File: src/rtl/gpio_irq_pkg.sv
package gpio_irq_pkg;

   localparam int CFG_BITS  = 4;
   localparam int ADDR_DATA = 0;

   // bit 0: interrupt enable, 1: active low, 2: TTL threshold, 3: output enable
   typedef struct packed {
      logic oe;
      logic ttl;
      logic act_low;
      logic int_en;
   } pin_cfg_t;

endpackage

File: src/rtl/gpio_sync.sv
module gpio_sync #(
   parameter int W      = 8,
   parameter int STAGES = 2
) (
   input  logic         clk,
   input  logic         rst_n,
   input  logic [W-1:0] din,
   output logic [W-1:0] dout
);

   generate
      if (STAGES < 2) begin : g_bad_stages
         $error("gpio_sync needs at least two stages");
      end
   endgenerate

   logic [W-1:0] stg [STAGES];

   always_ff @(posedge clk or negedge rst_n) begin
      if (!rst_n) begin
         for (int s = 0; s < STAGES; s++) stg[s] <= '0;
      end else begin
         stg[0] <= din;
         for (int s = 1; s < STAGES; s++) stg[s] <= stg[s-1];
      end
   end

   assign dout = stg[STAGES-1];

   generate
      if (STAGES == 2) begin : g_chk2
         logic [1:0] warm;
         always_ff @(posedge clk or negedge rst_n) begin
            if (!rst_n)          warm <= '0;
            else if (warm != 2'd2) warm <= warm + 2'd1;
         end
         AST_SYNC_LATENCY: assert property (@(posedge clk) disable iff (!rst_n)
            (warm == 2'd2) |-> (dout == $past(din, 2)));
      end
   endgenerate

endmodule

File: src/rtl/gpio_regs.sv
module gpio_regs
   import gpio_irq_pkg::*;
#(
   parameter int NPINS  = 8,
   parameter int DATA_W = 8,
   parameter int ADDR_W = 4
) (
   input  logic                    clk,
   input  logic                    rst_n,
   input  logic                    wr,
   input  logic [ADDR_W-1:0]       addr,
   input  logic [DATA_W-1:0]       wdata,
   input  logic [NPINS-1:0]        lvl,
   output logic [DATA_W-1:0]       rdata,
   output logic [NPINS-1:0]        data_q,
   output pin_cfg_t [NPINS-1:0]    cfg
);

   always_ff @(posedge clk or negedge rst_n) begin
      if (!rst_n) begin
         data_q <= '0;
         cfg    <= '0;
      end else if (wr) begin
         if (addr == ADDR_W'(ADDR_DATA)) data_q <= wdata[NPINS-1:0];
         for (int i = 0; i < NPINS; i++) begin
            if (addr == ADDR_W'(i + 1)) cfg[i] <= pin_cfg_t'(wdata[CFG_BITS-1:0]);
         end
      end
   end

   always_comb begin
      rdata = '0;
      if (addr == ADDR_W'(ADDR_DATA)) rdata[NPINS-1:0] = lvl;
      for (int i = 0; i < NPINS; i++) begin
         if (addr == ADDR_W'(i + 1)) rdata[CFG_BITS-1:0] = cfg[i];
      end
   end

   generate
      if (NPINS < DATA_W) begin : g_reserved
         AST_RSV_ZERO: assert property (@(posedge clk) disable iff (!rst_n)
            (addr == ADDR_W'(ADDR_DATA)) |-> (rdata[DATA_W-1:NPINS] == '0));
      end
   endgenerate

endmodule

File: src/rtl/gpio_irq_arb.sv
module gpio_irq_arb #(
   parameter int NPINS = 8
) (
   input  logic             clk,
   input  logic             rst_n,
   input  logic [NPINS-1:0] lvl,
   input  logic [NPINS-1:0] act_low,
   input  logic [NPINS-1:0] int_en,
   output logic             irq
);

   logic [NPINS-1:0] adj, adj_prev, rise;
   logic             any_active, armed, fire;

   assign adj        = lvl ^ act_low;
   assign rise       = adj & ~adj_prev & int_en;
   assign any_active = |(adj & int_en);
   assign fire       = armed & (|rise);

   always_ff @(posedge clk or negedge rst_n) begin
      if (!rst_n) begin
         adj_prev <= '0;
         armed    <= 1'b1;
         irq      <= 1'b0;
      end else begin
         adj_prev <= adj;
         irq      <= fire;
         if (fire)             armed <= 1'b0;
         else if (!any_active) armed <= 1'b1;
      end
   end

   AST_IRQ_PULSE: assert property (@(posedge clk) disable iff (!rst_n)
      irq |=> !irq);
   AST_HOLD_OFF: assert property (@(posedge clk) disable iff (!rst_n)
      (!armed && any_active) |=> !irq);

endmodule

File: src/rtl/gpio_shared_irq.sv
module gpio_shared_irq
   import gpio_irq_pkg::*;
#(
   parameter int NPINS       = 8,
   parameter int DATA_W      = 8,
   parameter int ADDR_W      = 4,
   parameter int SYNC_STAGES = 2
) (
   input  logic              clk,
   input  logic              rst_n,
   input  logic              bus_wr,
   input  logic [ADDR_W-1:0] bus_addr,
   input  logic [DATA_W-1:0] bus_wdata,
   output logic [DATA_W-1:0] bus_rdata,
   input  logic [NPINS-1:0]  pin_in,
   output logic [NPINS-1:0]  pin_out,
   output logic [NPINS-1:0]  pin_oe,
   output logic [NPINS-1:0]  pin_pullup,
   output logic [NPINS-1:0]  pin_ttl,
   output logic              irq
);

   generate
      if (NPINS < 1 || NPINS > DATA_W) begin : g_bad_npins
         $error("NPINS must lie between 1 and DATA_W");
      end
      if (DATA_W < CFG_BITS) begin : g_bad_width
         $error("DATA_W too narrow for configuration bits");
      end
      if ((1 << ADDR_W) <= NPINS) begin : g_bad_addr
         $error("ADDR_W cannot address every configuration register");
      end
   endgenerate

   logic [NPINS-1:0]     lvl_s;
   pin_cfg_t [NPINS-1:0] cfg;
   logic [NPINS-1:0]     en_v, low_v;

   gpio_sync #(.W(NPINS), .STAGES(SYNC_STAGES)) u_sync (
      .clk  (clk),
      .rst_n(rst_n),
      .din  (pin_in),
      .dout (lvl_s)
   );

   gpio_regs #(.NPINS(NPINS), .DATA_W(DATA_W), .ADDR_W(ADDR_W)) u_regs (
      .clk   (clk),
      .rst_n (rst_n),
      .wr    (bus_wr),
      .addr  (bus_addr),
      .wdata (bus_wdata),
      .lvl   (lvl_s),
      .rdata (bus_rdata),
      .data_q(pin_out),
      .cfg   (cfg)
   );

   for (genvar i = 0; i < NPINS; i++) begin : g_pin
      assign pin_oe[i]     = cfg[i].oe;
      assign pin_pullup[i] = ~cfg[i].oe;
      assign pin_ttl[i]    = cfg[i].ttl;
      assign en_v[i]       = cfg[i].int_en;
      assign low_v[i]      = cfg[i].act_low;

      AST_CFG_TO_PAD: assert property (@(posedge clk) disable iff (!rst_n)
         (bus_wr && bus_addr == ADDR_W'(i + 1)) |=>
         (pin_oe[i] == $past(bus_wdata[3]) && pin_ttl[i] == $past(bus_wdata[2])));
   end

   gpio_irq_arb #(.NPINS(NPINS)) u_arb (
      .clk    (clk),
      .rst_n  (rst_n),
      .lvl    (lvl_s),
      .act_low(low_v),
      .int_en (en_v),
      .irq    (irq)
   );

   AST_OUT_FOLLOWS_WRITE: assert property (@(posedge clk) disable iff (!rst_n)
      (bus_wr && bus_addr == ADDR_W'(ADDR_DATA)) |=> (pin_out == $past(bus_wdata[NPINS-1:0])));
   AST_IRQ_NEEDS_EN: assert property (@(posedge clk) disable iff (!rst_n)
      irq |-> $past(|en_v));

endmodule

File: config.mk
export PLATFORM = sky130hd
export DESIGN_NAME = gpio_shared_irq
export DESIGN_NICKNAME = d
export VERILOG_FILES = /design/src/rtl/gpio_irq_pkg.sv /design/src/rtl/gpio_sync.sv /design/src/rtl/gpio_regs.sv /design/src/rtl/gpio_irq_arb.sv /design/src/rtl/gpio_shared_irq.sv
export SDC_FILE = /design/constraint.sdc
export NUM_CORES = 1
export LEC_CHECK = 0
export ABC_CLOCK_PERIOD_IN_PS = 2200
export BUFFER_PORTS_ARGS = -buffer_cell sky130_fd_sc_hd__buf_4
export CORE_MARGIN = 5
export CORE_UTILIZATION = 58
export CTS_CLUSTER_SIZE = 40
export DETAILED_ROUTE_END_ITERATION = 6
export PLACE_DENSITY = 0.85
export SLEW_MARGIN = 20
export SYNTH_ARGS = -nofsm -noshare
export SYNTH_HDL_FRONTEND = slang
export SYNTH_SLANG_ARGS = --single-unit
File: constraint.sdc
create_clock -name clk -period 2.2 [get_ports clk]
set_clock_uncertainty 0.1 [all_clocks]
set_input_delay 0.11 -clock clk [delete_from_list [all_inputs] [get_ports clk]]
set_output_delay 0.11 -clock clk [all_outputs]
set_load 0.1 [all_outputs]
; Word level (Yosys, flattened, before mapping)
; Index checks and enable logic that the tools add are counted.
[word_totals]
regBits = 66
input_bits = 23
output_inout_bits = 41
wordCells = 84
[classes]
n_eq_ne = 9
muxes = 11
bitwise = 14
n_reduce_logical = 12
[ops]
columns = op, count
row1 = 2-to-1 mux 4 bit, 8
row2 = bitwise AND 8 bit, 3
row3 = AND reduction 2 bit, 9
row4 = "equality test 4 x 3 -> 1 bit, second input constant", 4
row5 = OR reduction 8 bit, 2
row6 = "equality test 4 x 2 -> 1 bit, second input constant", 2
row7 = 2-to-1 mux 8 bit, 1
row8 = NOT 1 bit, 8
row9 = NOT 8 bit, 1
row10 = bitwise XOR 8 bit, 1
row11 = "equality test 4 x 1 -> 1 bit, second input constant", 1
row12 = "equality test 4 bit, second input constant", 1
row13 = zero test 4 bit, 1
row14 = 2-to-1 mux 1 bit, 2
row15 = "!= test 2 bit, second input constant", 1
row16 = bitwise AND 1 bit, 1

; Logic depth before layout (Yosys ltp)
[depth]
ltp_word = 10
mapped_depth = 7
ltp_nobuf = 5

; Cells and area by module
; From an unflattened synthesis, not the netlist that was laid out.
[hier_totals]
cells_unflattened = 227
hier_area_um2 = 3029.2
[by_module_without_submodules]
columns = mod, n_inst, cells_each, area_per_inst_um2
row1 = gpio_regs, 1, 159, 2105.8
row2 = gpio_sync, 1, 24, 460.4
row3 = gpio_irq_arb, 1, 36, 432.9
row4 = gpio_shared_irq, 1, 8, 30.0

; Least setup slack after synthesis
; OpenSTA, ideal clock, no wires.
[synth_path]
kind = register -> output
startpoint = reg, netlist name u_regs.cfg[15]
endpoint = out bus_rdata[3]
arrival_time_ps = 3285
path_slack_ps = -1295
path_stages_with_launch = 6
n_path_buf = 0
path_cell_list = dfrtp_1 inv_1 a2bb2oi_1 o21ai_0 a21oi_1 o21ai_0
[synth_between]
elab_chain_cells = 5
[synth_lines]
columns = element, line
row1 = 2-to-1 mux 4 bit (5 in a row), gpio_regs.sv:35  ; if (addr == ADDR_W'(i + 1)) rdata[CFG_BITS-1:0] = cfg[i];
row2 = to (decl), gpio_shared_irq.sv:14  ; output logic [DATA_W-1:0] bus_rdata,
; No other way between the ends.

; Worst setup path in the final report
[layout_path]
startpoint = reg, netlist name u_regs.cfg[13]
endpoint = out bus_rdata[1]
[layout_between]
elab_chain_cells = 5
[layout_lines]
columns = element, line
row1 = 2-to-1 mux 4 bit (5 in a row), gpio_regs.sv:35
; No other way between the ends.

==> flow_summary.yaml <==
status:
  status: "finished, final reports clean"
timing:
  timing.final.crit_share_pct: 95.6
  timing.max_slew.rel_slack_pct: 46.2
  final_max_slew_viol_count: 0
  final_period_minus_worst_setup_slack_ns: 2.10
  final_hold_viol_count: 0
  max_freq_mhz: 475
  worst_slew_pin_slew_ns: 0.808
  finalHoldWorstSlack_ns: 0.0253
  timing.setup.tns_ns: 0
  timing.final.setup_violations: 0
  layout_setup_ws_ns: 0.0962
synthesis:
  cell_variety_after_synth: 42
  dominantRegCellSynth: "dfrtp_1"
  synth_fp_nets: 257
  synth_top_area_share_pct: 54.6
  synth_sequential_area_ratio_pct: 55.5
  synth.ff_latch_count: 66
  synthTopCellsByArea: "dfrtp_1, mux2_2, buf_4"
  average_cell_area_after_synthesis_um2: 12.7
  synth_enable_flop_cells: 0
  netlist_instances: 234
  yosysWarningCount: 0
  synthesis.area_um2: 2980
  synth.largest_area_cell: "dfrtp_1"
  asyncSetResetFlopFracSynth_pct: 100
placement:
  post-dp-hpwl_um: 4340
  port_buffers: 63
  preCtsSetupSlack_ns: 0.293
  gpl.final_weighted_congestion: 0.841
route:
  drt-pass1-iter-count: 5
  drt_iter0_markers: 117
  post_drt_wl_per_cell_um: 17.6
  detail-route-antenna-nets: 0
  drcViolationCount: 0
  route.vias.total: 2041
  drt_total_wl_um: 6570
  drt-vias-per-instance: 5.46
setup_path:
  worst-path-stages: 5
  r2r_setup_slack_ns: 0.67
  startpoint: "u_regs.cfg[13]"
  worst_setup_path_start_kind: "flip-flop"
  crit-reg2reg-launch: "u_regs.cfg[17]"
  cp.buffers_inverters: 1
  endpoint_kind: "output pin"
  worst_path_dominant_cell_family: "compound AO/OA/AOI/OAI gates"
  slowest_stage: "dfrtp_1"
  crit_chain: "nor2b_1 -> a2111oi_2 -> a311oi_1 -> a221o_1 -> buf_6"
  endpoint_arrival_time_on_the_critical_path_ns: 1.89
  number_of_cells_traversed_by_the_worst_register_to_register_path: 5
  r2r-end: "u_arb.irq"
  cp.required_ns: 1.99
  critical_path.max_fanout: 3
  end_point_of_the_critical_path: "bus_rdata[1]"
  critical-path-max-stage-delay_ns: 0.41
  timing.setup.critical_path_class: "reg2out"
cells_and_area:
  insertedDiodeCount: 0
  design.final.nets: 326
  most-common-layout-cells: "dfrtp_1, buf_4, mux2_2, dlygate4sd3_1, inv_1"
  layout_commonest_cell: "dfrtp_1"
  syn2layout_area_growth_pct: 25.1
  final_layout_size_suffix_gt1_share_pct: 43.4
clocking:
  cts_buffer_depth: 2
  number_of_clock_sinks: 66
  clock_latency_ns: 0.34
  post_cts.repair.setup_buffers: 0
  htree_num_levels: 3
  clock_transition_at_path_regs_ns: 0.06
  cts_root_buf: "clkbuf_8"
  tritoncts: "built"
  cts_inserted_buffers: 9
grt:
  global_route.usage.total_pct: 22.3
  global_route.overflow_total: 0
  grt_pass1_vias: 2136
  antenna_found_initial: 0
  grt_first_pass_wirelength_um: 10800
  grt_max_degree: 67
job:
  timing.max_cap.violations: 0
floorplan:
  die_height_um: 81.7
  rows: 26
  core-area_um2: 5040
  pin_count: 64
  fp.dieW_um: 81.7
  die_area_um2: 6670
  initial_core_util_pct: 59.1
pwr:
  power.density_cell_area_nw_per_um2: 1190
  total_leakage_power_nw: 1.74
  power.ir.vdd_worst_mv: 0.885
worst_hold_path:
  min_path_type: "in2reg"
where the power goes:
part | total [mW] | internal (mW) | switching, mW
registers | 1.64 | 1.46 | 0.178
clock network | 0.817 | 0.413 | 0.404
logic | 1.99 | 0.503 | 1.49
registers in the layout, indices dropped and copies added, names as in the netlist:
register / count
u_arb.adj_prev: 8
u_regs.cfg: 32
u_regs.data_q: 8
u_sync.stg: 8
u_arb.irq: 1
u_sync.dout: 8
u_arb.armed: 1
layout make-up:
type	count	area [um^2]
fill	333	1320
sequential	66	1650
multi-input combinational	133	1150
inverter	14	52.6
timing repair buffer	79	634
clock buffer	11	141
clock inverter	1	5.00
tap	70	87.6
per-stage QoR:
stage / instance area [um^2] / total power [mW] / util, % / cells
after floorplan: 3000 / 3.27 / - / 234
after global placement: 3420 / 3.58 / 67.8 / 347
after detailed placement: 3420 / 3.61 / 67.8 / 347
after CTS: 3720 / 4.45 / 73.8 / 374
after global routing: 3730 / 4.63 / 73.9 / 374
final: 3730 / 4.45 / 73.9 / 374
logic make-up (layout without fill, tap and decap cells):
group / after synthesis / after routing / share of synthesized area [%]
compound gates: 33 / 33 / 7.69
xor+xnor: 8 / 8 / 2.35
buf+inv: 35 / 105 / 6.89
flops: 66 / 66 / 55.5
mux: 44 / 44 / 17.3
simple gates: 48 / 48 / 10.2
cell usage after synthesis (3+ instances only):
cell type and count:
nand2_1 10, inv_1 13, and2_1 5, nor2_1 5, nand2b_1 3, mux2i_1 4
nand3_1 3, xor2_1 8, nand2_2 3, dfrtp_1 65, mux2_2 35, o21ai_0 12
a2bb2oi_1 3, mux2_4 4, a22oi_1 3, nor2b_1 6, buf_4 19, a21oi_1 5
per-layer routing:
layer,vias to the layer above,global-route usage [%],wire length [um]
li1,936,-,-
met5,-,0,0
met2,95,32.7,3030
met3,28,4.28,437
met1,982,30.9,2840
met4,0,13.5,267
worst min path at each step:
stage / end / slack (ns) / startpoint / cells after the start
after global routing: u_regs.cfg[13] / 0.02 / bus_wdata[1] / 2
after detailed placement: u_sync.stg[15] / 0.12 / pin_in[7] / 1
after CTS: u_regs.cfg[6] / 0.007 / bus_wdata[2] / 2
after global placement: u_sync.stg[9] / 0.12 / pin_in[1] / 1
after floorplan: u_arb.adj_prev[0] / -0.29 / rst_n / 0
final: u_regs.cfg[29] / 0.03 / bus_wdata[1] / 2
worst reg2reg max path, stage by stage, from the launching register on:
cell and delay [ns]:
dfrtp_1 0.41, xor2_1 0.20, a32oi_1 0.21, o221a_2 0.22
o2111ai_1 0.12, and2_1 0.17
what timing repair did:
action | 4_1_cts | 5_1_grt
hold endpoints to repair | 85 | 0
setup endpoints to repair | 1 | 1
resized for setup | 1 | 1
hold buffers | 15 | 0
(Power assumes the default switching activity.)
